$ cat config.mk
export PLATFORM = sky130hd
export DESIGN_NAME = pin_debounce
export DESIGN_NICKNAME = d
export VERILOG_FILES = /design/src/rtl/pin_debounce_pkg.sv /design/src/rtl/pin_debounce_ctrl.sv /design/src/rtl/pin_debounce_dp.sv /design/src/rtl/pin_debounce.sv
export SDC_FILE = /design/constraint.sdc
export NUM_CORES = 1
export LEC_CHECK = 0
export BUFFER_PORTS_ARGS = -buffer_cell sky130_fd_sc_hd__buf_2
export CORE_UTILIZATION = 30
export CTS_BUF_LIST = sky130_fd_sc_hd__clkbuf_4
export DETAILED_ROUTE_END_ITERATION = 16
export HOLD_SLACK_MARGIN = 0.06
export SYNTH_ARGS = -nofsm -noshare
export SYNTH_HDL_FRONTEND = slang
export SYNTH_SLANG_ARGS = --single-unit
export TNS_END_PERCENT = 30
$ cat constraint.sdc
create_clock -name clk -period 2.75 [get_ports clk]
set_input_delay 0.55 -clock clk [delete_from_list [all_inputs] [get_ports clk]]
set_output_delay 0.55 -clock clk [all_outputs]
set_load 0.05 [all_outputs]
$ cat src/rtl/pin_debounce_pkg.sv
package pin_debounce_pkg;

  // Strobes from control to datapath.
  typedef struct packed {
    logic take;   // load the synchronized level into the filtered output
  } dbStrobe_t;

endpackage

$ cat src/rtl/pin_debounce_ctrl.sv
module pin_debounce_ctrl
  import pin_debounce_pkg::*;
#(
  parameter int COUNT_W = 4,
  parameter int MODE_W  = 2,
  parameter int SHIFT0  = 1,
  parameter int SHIFT1  = 3,
  parameter int SHIFT2  = 9,
  parameter int SHIFT3  = 11
) (
  input  logic               clk,
  input  logic               rstN,
  input  logic               rtcTick,
  input  logic               cfgWrite,
  input  logic [COUNT_W-1:0] cfgCount,
  input  logic               cfgLarge,
  input  logic               cfgFine,
  input  logic [MODE_W-1:0]  cfgMode,
  input  logic               mismatch,
  output dbStrobe_t          strobes
);

  localparam int PRE_W = SHIFT3;
  localparam logic [PRE_W-1:0] LIM0 = PRE_W'((1 << SHIFT0) - 1);
  localparam logic [PRE_W-1:0] LIM1 = PRE_W'((1 << SHIFT1) - 1);
  localparam logic [PRE_W-1:0] LIM2 = PRE_W'((1 << SHIFT2) - 1);
  localparam logic [PRE_W-1:0] LIM3 = PRE_W'((1 << SHIFT3) - 1);

  logic [COUNT_W-1:0] countQ;
  logic               largeQ;
  logic               fineQ;
  logic [MODE_W-1:0]  modeQ;
  logic [PRE_W-1:0]   preCnt;
  logic [COUNT_W-1:0] unitCnt;
  logic [PRE_W-1:0]   preLimit;
  logic               bypass;
  logic               unitDone;
  logic               windowDone;

  always_ff @(posedge clk or negedge rstN) begin
    if (!rstN) begin
      countQ <= '0;
      largeQ <= 1'b0;
      fineQ  <= 1'b0;
      modeQ  <= '0;
    end else if (cfgWrite) begin
      countQ <= cfgCount;
      largeQ <= cfgLarge;
      fineQ  <= cfgFine;
      modeQ  <= cfgMode;
    end
  end

  always_comb begin
    case ({largeQ, fineQ})
      2'b00:   preLimit = LIM0;
      2'b01:   preLimit = LIM1;
      2'b10:   preLimit = LIM2;
      default: preLimit = LIM3;
    endcase
  end

  assign bypass     = (modeQ == '0);
  assign unitDone   = rtcTick && (preCnt == preLimit);
  assign windowDone = unitDone && (unitCnt == countQ);

  always_ff @(posedge clk or negedge rstN) begin
    if (!rstN) begin
      preCnt  <= '0;
      unitCnt <= '0;
    end else if (cfgWrite || bypass || !mismatch) begin
      preCnt  <= '0;
      unitCnt <= '0;
    end else if (rtcTick) begin
      if (unitDone) begin
        preCnt  <= '0;
        unitCnt <= windowDone ? '0 : unitCnt + 1'b1;
      end else begin
        preCnt <= preCnt + 1'b1;
      end
    end
  end

  always_comb begin
    strobes.take = bypass || (mismatch && windowDone && !cfgWrite);
  end

  assert_prescale_bound_R4: assert property (@(posedge clk) disable iff (!rstN)
    preCnt <= preLimit);

  assert_unit_bound_R5: assert property (@(posedge clk) disable iff (!rstN)
    unitCnt <= countQ);

  assert_restart_on_write_R7: assert property (@(posedge clk) disable iff (!rstN)
    cfgWrite |=> (preCnt == '0 && unitCnt == '0));

  assert_idle_no_count_R10: assert property (@(posedge clk) disable iff (!rstN)
    !mismatch |=> (preCnt == '0 && unitCnt == '0));

endmodule

$ cat src/rtl/pin_debounce_dp.sv
module pin_debounce_dp
  import pin_debounce_pkg::*;
#(
  parameter int SYNC_STAGES = 2
) (
  input  logic      clk,
  input  logic      rstN,
  input  logic      pinRaw,
  input  dbStrobe_t strobes,
  output logic      mismatch,
  output logic      pinLevel,
  output logic      pinChange
);

  logic [SYNC_STAGES-1:0] syncQ;
  logic                   pinSync;

  generate
    for (genvar stage = 0; stage < SYNC_STAGES; stage++) begin : gSync
      if (stage == 0) begin : gFirst
        always_ff @(posedge clk or negedge rstN) begin
          if (!rstN) syncQ[0] <= 1'b0;
          else       syncQ[0] <= pinRaw;
        end
      end else begin : gNext
        always_ff @(posedge clk or negedge rstN) begin
          if (!rstN) syncQ[stage] <= 1'b0;
          else       syncQ[stage] <= syncQ[stage-1];
        end
      end
    end
  endgenerate

  assign pinSync  = syncQ[SYNC_STAGES-1];
  assign mismatch = (pinSync != pinLevel);

  always_ff @(posedge clk or negedge rstN) begin
    if (!rstN) begin
      pinLevel  <= 1'b0;
      pinChange <= 1'b0;
    end else begin
      if (strobes.take) pinLevel <= pinSync;
      pinChange <= strobes.take && mismatch;
    end
  end

  assert_change_pulse_R8: assert property (@(posedge clk) disable iff (!rstN)
    pinChange |-> (pinLevel != $past(pinLevel)));

  assert_hold_without_take_R6: assert property (@(posedge clk) disable iff (!rstN)
    !strobes.take |=> $stable(pinLevel));

endmodule

$ cat src/rtl/pin_debounce.sv
module pin_debounce
  import pin_debounce_pkg::*;
#(
  parameter int COUNT_W     = 4,
  parameter int MODE_W      = 2,
  parameter int SYNC_STAGES = 2
) (
  input  logic               clk,
  input  logic               rstN,
  input  logic               rtcTick,
  input  logic               cfgWrite,
  input  logic [COUNT_W-1:0] cfgCount,
  input  logic               cfgLarge,
  input  logic               cfgFine,
  input  logic [MODE_W-1:0]  cfgMode,
  input  logic               pinRaw,
  output logic               pinLevel,
  output logic               pinChange
);

  dbStrobe_t strobes;
  logic      mismatch;

  pin_debounce_ctrl #(
    .COUNT_W (COUNT_W),
    .MODE_W  (MODE_W),
    .SHIFT0  (1),
    .SHIFT1  (3),
    .SHIFT2  (9),
    .SHIFT3  (11)
  ) ctrl (
    .clk      (clk),
    .rstN     (rstN),
    .rtcTick  (rtcTick),
    .cfgWrite (cfgWrite),
    .cfgCount (cfgCount),
    .cfgLarge (cfgLarge),
    .cfgFine  (cfgFine),
    .cfgMode  (cfgMode),
    .mismatch (mismatch),
    .strobes  (strobes)
  );

  pin_debounce_dp #(
    .SYNC_STAGES (SYNC_STAGES)
  ) dp (
    .clk       (clk),
    .rstN      (rstN),
    .pinRaw    (pinRaw),
    .strobes   (strobes),
    .mismatch  (mismatch),
    .pinLevel  (pinLevel),
    .pinChange (pinChange)
  );

endmodule

==> results of run 1 <==
-- per-layer routing --
layer | vias up | track usage, %
met3 | 5 | 1.64
met4 | 0 | 5.99
met2 | 26 | 18.9
li1 | 460 | -
met5 | - | 0
met1 | 465 | 16.2
-- cells by family after synthesis --
group	after synthesis	share of synthesized area, %
DFF	27	50.7
AOI/OAI and AO/OA	18	11.3
xor gates and xnor gates	15	9.86
muxes	9	7.89
adders and majority gates	2	1.88
buffers and inverters	5	2.25
and+or+nand+nor	44	16.2
-- through the flow --
stage / hold WS, ps / power [mW]
floorplan: 254 / 0.521
global placement: 344 / 0.553
detailed placement: 345 / 0.557
CTS: 208 / 0.732
global route: 235 / 0.760
finish: 183 / 0.729
-- registers in the layout, indices dropped and copies added (netlist names) --
| name | cells |
|---|---|
| ctrl.preCnt | 11 |
| dp.pinLevel | 1 |
| dp.pinChange | 1 |
| dp.syncQ | 1 |
| ctrl.modeQ | 2 |
| ctrl.unitCnt | 4 |
| ctrl.countQ | 4 |
| ctrl.largeQ | 1 |
| dp.pinSync | 1 |
| ctrl.fineQ | 1 |
-- Yosys cell counts, types with 2 or more instances --
library cell / count / area share [%]
nand2_1: 5 / 1.4
ha_1: 2 / 1.9
nor4_1: 3 / 1.4
nand2b_1: 5 / 2.3
o211ai_1: 2 / 1.1
o2111ai_1: 3 / 2.0
xor2_1: 11 / 7.2
xnor2_1: 4 / 2.6
mux2_2: 8 / 6.8
nor3_1: 2 / 0.75
a21oi_1: 2 / 0.75
clkbuf_1: 3 / 0.85
o21ai_0: 2 / 0.75
dfrtp_1: 27 / 51
nor2_1: 15 / 4.2
nand3_1: 8 / 3.0
-- cell type report --
| cell class | count | area (um^2) | area share [%] |
|---|---|---|---|
| Sequential cell | 27 | 676 | 46.1 |
| Timing Repair Buffer | 14 | 70.1 | 4.78 |
| Multi-Input combinational cell | 88 | 627 | 42.8 |
| Clock inverter | 1 | 7.51 | 0.512 |
| Clock buffer | 3 | 22.5 | 1.54 |
| Tap cell | 50 | 62.6 | 4.27 |
-- worst max path at each step --
stage,slack [ps],end,startpoint
floorplan,850,dp.pinLevel$_DFFE_PN0P_,ctrl.preCnt[3]$_DFFE_PN0P_
global placement,760,dp.pinLevel$_DFFE_PN0P_,ctrl.preCnt[3]$_DFFE_PN0P_
detailed placement,640,dp.pinLevel$_DFFE_PN0P_,ctrl.preCnt[5]$_DFFE_PN0P_
CTS,630,dp.pinLevel$_DFFE_PN0P_,ctrl.preCnt[5]$_DFFE_PN0P_
global route,490,ctrl.unitCnt[3]$_DFFE_PN0P_,ctrl.preCnt[3]$_DFFE_PN0P_
finish,630,dp.pinLevel$_DFFE_PN0P_,ctrl.preCnt[5]$_DFFE_PN0P_
-- report_power, final --
part	switching (mW)	leakage [nW]	internal, mW
combinational	0.0686	0.244	0.0430
clock	0.124	0.0139	0.0559
sequential	0.0197	0.351	0.418
-- critical path, stage by stage (launching register included) --
cell	delay, ps
dfrtp_1	440
nor4_1	370
a32oi_1	160
a2111o_1	540
o22a_4	240
mux2_4	290
==> metrics.txt, run 1 <==
Worst Max-Slew Pin Slew 580 ps; pin count of the biggest net entering global routing 28; Hold Vio Cnt, Final 0; Max Slew Vio Count 0; RR Startpoint ctrl.preCnt[5]$_DFFE_PN0P_; placed cells 179; fraction of layout cells with a size suffix above 1 a little over a fifth; P_leak between 0.6 and 0.7 nW; run status complete, no violations; router iterations before antenna repair 6; ys async rst share 100%; clk slew on worst S/H paths approximately 150 ps; CTS tree built; Resized Gates After CTS 0; Worst Path Arrival 2370 ps; htree depth 1; Final setup viols 0; unrepaired setup endpoints after global routing false; Die ar. between 4000 and 5000 um^2; Die X 68.6 um; post-CTS setup buffers 0; pwr dens a little under 500 nW/um^2; Rows 23; Wirelength per Cell ~13 um; fin util 35.4%; synthesized instance count 120; Setup crit end kind flop; leading register cell type out of synthesis dfrtp_1; crit path time final 2120 ps; Max clock buf depth 2; Area Overhead vs Synth 9.95%; met3 routed WL between 70 and 80 um; clk sink count 27; Final Cycle Share 77.2%; Core Footprint 4140 um^2; number of distinct library cells after synthesis 34; #FFs+latches synth 27; skew final 9.39 ps; synthesized cell area about 1300 um^2; Nets approximately 150; EDFF count, synth 0; die height 68.6 um; most frequent cells in the layout dfrtp_1, nor2_1, buf_2; # DRC 0; diode count 0; total congestion overflow 0; type of origin of the critical path flop; Port Buffers 14; post-route cell area 1470 um^2; CP Class flop to flop; Worst Reg-to-Reg Cells 5; achievable frequency 0.471 GHz; commonest non-fill, non-tap cell in the layout dfrtp_1; Synth Net Count 135; required time of the critical path 3000 ps; initial core utilization 32.2%; dpl ws 644 ps; later-pin clock latency in the skew report 340 ps; Via-to-Cell Ratio 5.22; via count between 900 and 1000; Max Cap Violations 0; r2r endpoint dp.pinLevel$_DFFE_PN0P_; Final WS setup 627 ps; peak supply drop 0.000294 V; hold_buf cts 0; register area share after synthesis between 50% and 60%; R2R setup slack about 630 ps; Area after DPL around 1400 um^2; top sig layer met4; number of routed nets with antenna violations 0; 1st-iter DRT viols 24; Tot GR Track Use between 10% and 20%; Layout Cells excl Fill 183; Setup Total Neg Slack 0 ps; Filler cells 433; DP Wirelength 1.86 mm; DRT Wirelength 2.47 mm; YS warnings 0; Num CTS Buffers 3; Top Ports 15; Worst Path Max Fanout 9; Root Buffer clkbuf_4; met2 routed WL 1.18 mm; class of the worst hold path input pin to async pin; vias in the first global route 925; Placer Congestion 0.885; antenna violations before repair 0; first-pass GRT wire length 4.25 mm; WL met1 between 1 and 1.5 mm; slew margin rel. 61.0%; Avg Inst Size Synth 11.1 um^2
No activity file was read; power rests on OpenSTA's default activity.
==> inputs of run 2 (changes only) <==
- ABC_AREA: unset -> 1
- clock period: 2.75 -> 2 ns (I/O delays scaled with it)
==> metrics.txt, run 2 <==
skew final 3.56 ps (was 9.39 ps); Worst Reg-to-Reg Cells 9 (was 5); diode count 0 (unchanged); Combinational Power Share 16.8% (was 15.3%); Rows 25 (was 23); Clk network pwr share 24.6% (was 24.7%); Top Registers ctrl.preCnt: 11 flops, ctrl.countQ: 4 flops, ctrl.unitCnt: 4 flops (unchanged); Largest Register ctrl.preCnt (unchanged); vias in the first global route 1201 (was 925); Worst Max-Slew Pin Slew 602 ps (was 580 ps); Reg power frac 58.6% (was 60.0%); DP Wirelength 2.43 mm (was 1.86 mm); R2R setup slack 430 ps (was 630 ps); crit path time final 1570 ps (was 2120 ps); most frequent cells in the layout nand2_1, dfrtp_1, nor2_1 (was dfrtp_1, nor2_1, buf_2); max reg flops 11 (unchanged); Worst Path Arrival 1860 ps (was 2370 ps); commonest non-fill, non-tap cell in the layout nand2_1 (was dfrtp_1); placed cells 276 (was 179); Tot GR Track Use 12.9% (was 12.1%); run status complete, no violations (unchanged); later-pin clock latency in the skew report 340 ps (about the same); WHS Endpoint dp.syncQ[0]$_DFF_PN0_; Final Cycle Share 78.5% (was 77.2%); die height 74.3 um (was 68.6 um); clk slew on worst S/H paths 150 ps (about the same); synth top area cells dfrtp_1, nand2_1, nor2_1 (was dfrtp_1, xor2_1, mux2_2); WHS 151 ps (was 183 ps); Switch Pwr 315 uW (was 212 uW); Max Slew Vio Count 0 (unchanged); CP Class flop to flop (unchanged); DRT Wirelength 3.18 mm (was 2.47 mm); 1st-iter DRT viols 42 (was 24); number of routed nets with antenna violations 0 (unchanged); Die ar. 5520 um^2 (was 4710 um^2); Setup crit end kind flop (unchanged); Wirelength per Cell 11.3 um (was 13.5 um); Via-to-Cell Ratio 4.64 (was 5.22); antenna violations before repair 0 (unchanged); achievable frequency 0.637 GHz (was 0.471 GHz); class of the worst hold path input pin to flop (was input pin to async pin); Placer Congestion 0.839 (was 0.885); router iterations before antenna repair 4 (was 6); fraction of layout cells with a size suffix above 1 16.4% (was 21.1%); P_leak 0.757 nW (was 0.610 nW); Synth Net Count 215 (was 135); count leader, synth nand2_1 (was dfrtp_1); synthesized instance count 200 (was 120); RR Startpoint ctrl.preCnt[8]$_DFFE_PN0P_ (was ctrl.preCnt[5]$_DFFE_PN0P_); multi-input logic area 769 um^2 (was 627 um^2); Area Overhead vs Synth 10.1% (was 9.95%); Root Buffer clkbuf_4 (unchanged); number of distinct library cells after synthesis 30 (was 34); r2r endpoint ctrl.unitCnt[3]$_DFFE_PN0P_ (was dp.pinLevel$_DFFE_PN0P_); CTS tree built (unchanged); synthesized cell area 1570 um^2 (was 1330 um^2); pin count of the biggest net entering global routing 28 (unchanged); unrepaired setup endpoints after global routing false (unchanged); HP Start pinRaw; top cells by count, synth nand2_1, dfrtp_1, nor2_1, inv_1, nand3_1 (was dfrtp_1, nor2_1, xor2_1, mux2_2, nand3_1); peak supply drop 0.000407 V (was 0.000294 V); ys async rst share 100% (unchanged); Sw Share 31.0% (was 29.1%); slew margin rel. 59.9% (was 61.0%); Critical Path Most Common Cell nand2_1; Worst Path Max Fanout 12 (was 9); clk sink count 27 (unchanged); leading register cell type out of synthesis dfrtp_1 (unchanged); Filler cells 560 (was 433); via count 1305 (was 956); Cell Chain, Critical Path nor2_1 > nand2_1 > o21ai_2 > nand3_4 > nand2_4 > nand2_1 > nand2_1 > nand2_1 > nor2_1 (was nor4_1 > a32oi_1 > a2111o_1 > o22a_4 > mux2_4); # DRC 0 (unchanged); top-area cell type share of the netlist area 43.1% (was 50.7%); Internal Power 702 uW (was 516 uW); Storage cell area 676 um^2 (unchanged); Core Footprint 4880 um^2 (was 4140 um^2); WHS Path Cells 1; required time of the critical path 2290 ps (was 3000 ps); Resized Gates After CTS 0 (unchanged); Max Cap Violations 0 (unchanged); first-pass GRT wire length 5.46 mm (was 4.25 mm); Worst path slowest cell dfrtp_1 (was a2111o_1); htree depth 1 (unchanged); Avg Inst Size Synth 7.84 um^2 (was 11.1 um^2); Top Ports 15 (unchanged); Final setup viols 0 (unchanged); Die X 74.3 um (was 68.6 um); #FFs+latches synth 27 (unchanged); Crit path max-delay family simple AND/OR/NAND/NOR gates (was compound AO/OA/AOI/OAI gates); Crit path depth 9 (was 5); Nets 230 (was 149); Critical path buffers and inverters 0 (unchanged); register area share after synthesis 43.1% (was 50.7%); type of origin of the critical path flop (unchanged); YS warnings 0 (unchanged); Hold Vio Cnt, Final 0 (unchanged); Setup Total Neg Slack 0 ps (unchanged); Crit path largest cell delay 500 ps (was 540 ps); total congestion overflow 0 (unchanged); EDFF count, synth 0 (unchanged); leading area contributor after synthesis dfrtp_1 (unchanged); pwr dens 589 nW/um^2 (was 497 nW/um^2); initial core utilization 32.1% (was 32.2%); Max clock buf depth 2 (unchanged); Port Buffers 14 (unchanged); Num CTS Buffers 3 (unchanged); Layout Cells excl Fill 281 (was 183)
run 2: cell types whose count changed after synthesis, moves of 3 or more:
cell,change
nand2_1,+43
nand4_1,+6
nor2_1,+11
nor4_1,-3
xor2_1,-5
nand2b_1,-5
o2111ai_1,-3
o21ai_0,+10
inv_2,+3
mux2_2,-8
a21oi_1,+3
inv_1,+20
nand3_1,+7
run 2: through the flow:
stage	instance area, um^2	setup slack, ps	util (%)	power (mW)
after floorplan	1570	382	-	0.729
after global placement	1690	407	34.5	0.778
after detailed placement	1690	396	34.5	0.778
after CTS	1730	428	35.4	1.04
after global routing	1730	260	35.4	1.08
final	1730	431	35.4	1.02
run 2: layout make-up:
| cell class | count | area share [%] |
|---|---|---|
| Timing Repair Buffer | 15 | 4.64 |
| Inverter | 23 | 5.00 |
| Clock inverter | 1 | 0.435 |
| Sequential cell | 27 | 39.2 |
| Clock buffer | 3 | 1.31 |
| Multi-Input combinational cell | 145 | 44.6 |
| Tap cell | 67 | 4.86 |
run 2: worst register-to-register path: stages, from the launching register on:
cell and delay [ps]:
dfrtp_1 500, nor2_1 130, nand2_1 80, o21ai_2 230, nand3_4 140, nand2_4 170
nand2_1 90, nand2_1 60, nand2_1 40, nor2_1 70
run 2: kinds of logic after synthesis:
kind of cell,count (synthesis),share of synthesized area (%)
DFF,27,43.1
xor gates and xnor gates,10,6.07
AOI/OAI and AO/OA,22,7.82
buffers and inverters,28,7.82
and+or+nand+nor,111,33.6
adders and majority gates,2,1.60
run 2: power by group through the flow:
stage	sequential (mW)	clock [mW]	combinational, mW
2_1_floorplan	0.620	0	0.109
3_3_place_gp	0.606	0	0.172
6_report	0.595	0.251	0.171
3_5_place_dp	0.606	0	0.172
4_1_cts	0.596	0.267	0.174
5_1_grt	0.599	0.282	0.195
run 2: worst max-delay path by stage:
stage	startpoint	to	slack, ps
finish	ctrl.preCnt[8]$_DFFE_PN0P_	ctrl.unitCnt[3]$_DFFE_PN0P_	430
CTS	ctrl.fineQ$_DFFE_PN0P_	ctrl.unitCnt[3]$_DFFE_PN0P_	430
global route	ctrl.preCnt[8]$_DFFE_PN0P_	ctrl.unitCnt[3]$_DFFE_PN0P_	260
detailed placement	rtcTick	ctrl.unitCnt[3]$_DFFE_PN0P_	400
floorplan	dp.pinLevel$_DFFE_PN0P_	ctrl.unitCnt[2]$_DFFE_PN0P_	380
global placement	rtcTick	ctrl.unitCnt[3]$_DFFE_PN0P_	410
run 2: what timing repair did:
item / in CTS / in global routing
hold buffers: 1 / 0
buffers inserted: 0 / 0
endpoints found under the hold margin: 6 / 0
run 2: metal layers:
layer / global-route usage, % / vias up / share of wire (%)
met4: 5.66 / 0 / 1.7
met5: 0 / - / 0
met3: 1.22 / 5 / 2.9
met2: 21.5 / 26 / 49
met1: 17.1 / 606 / 46
li1: - / 668 / -
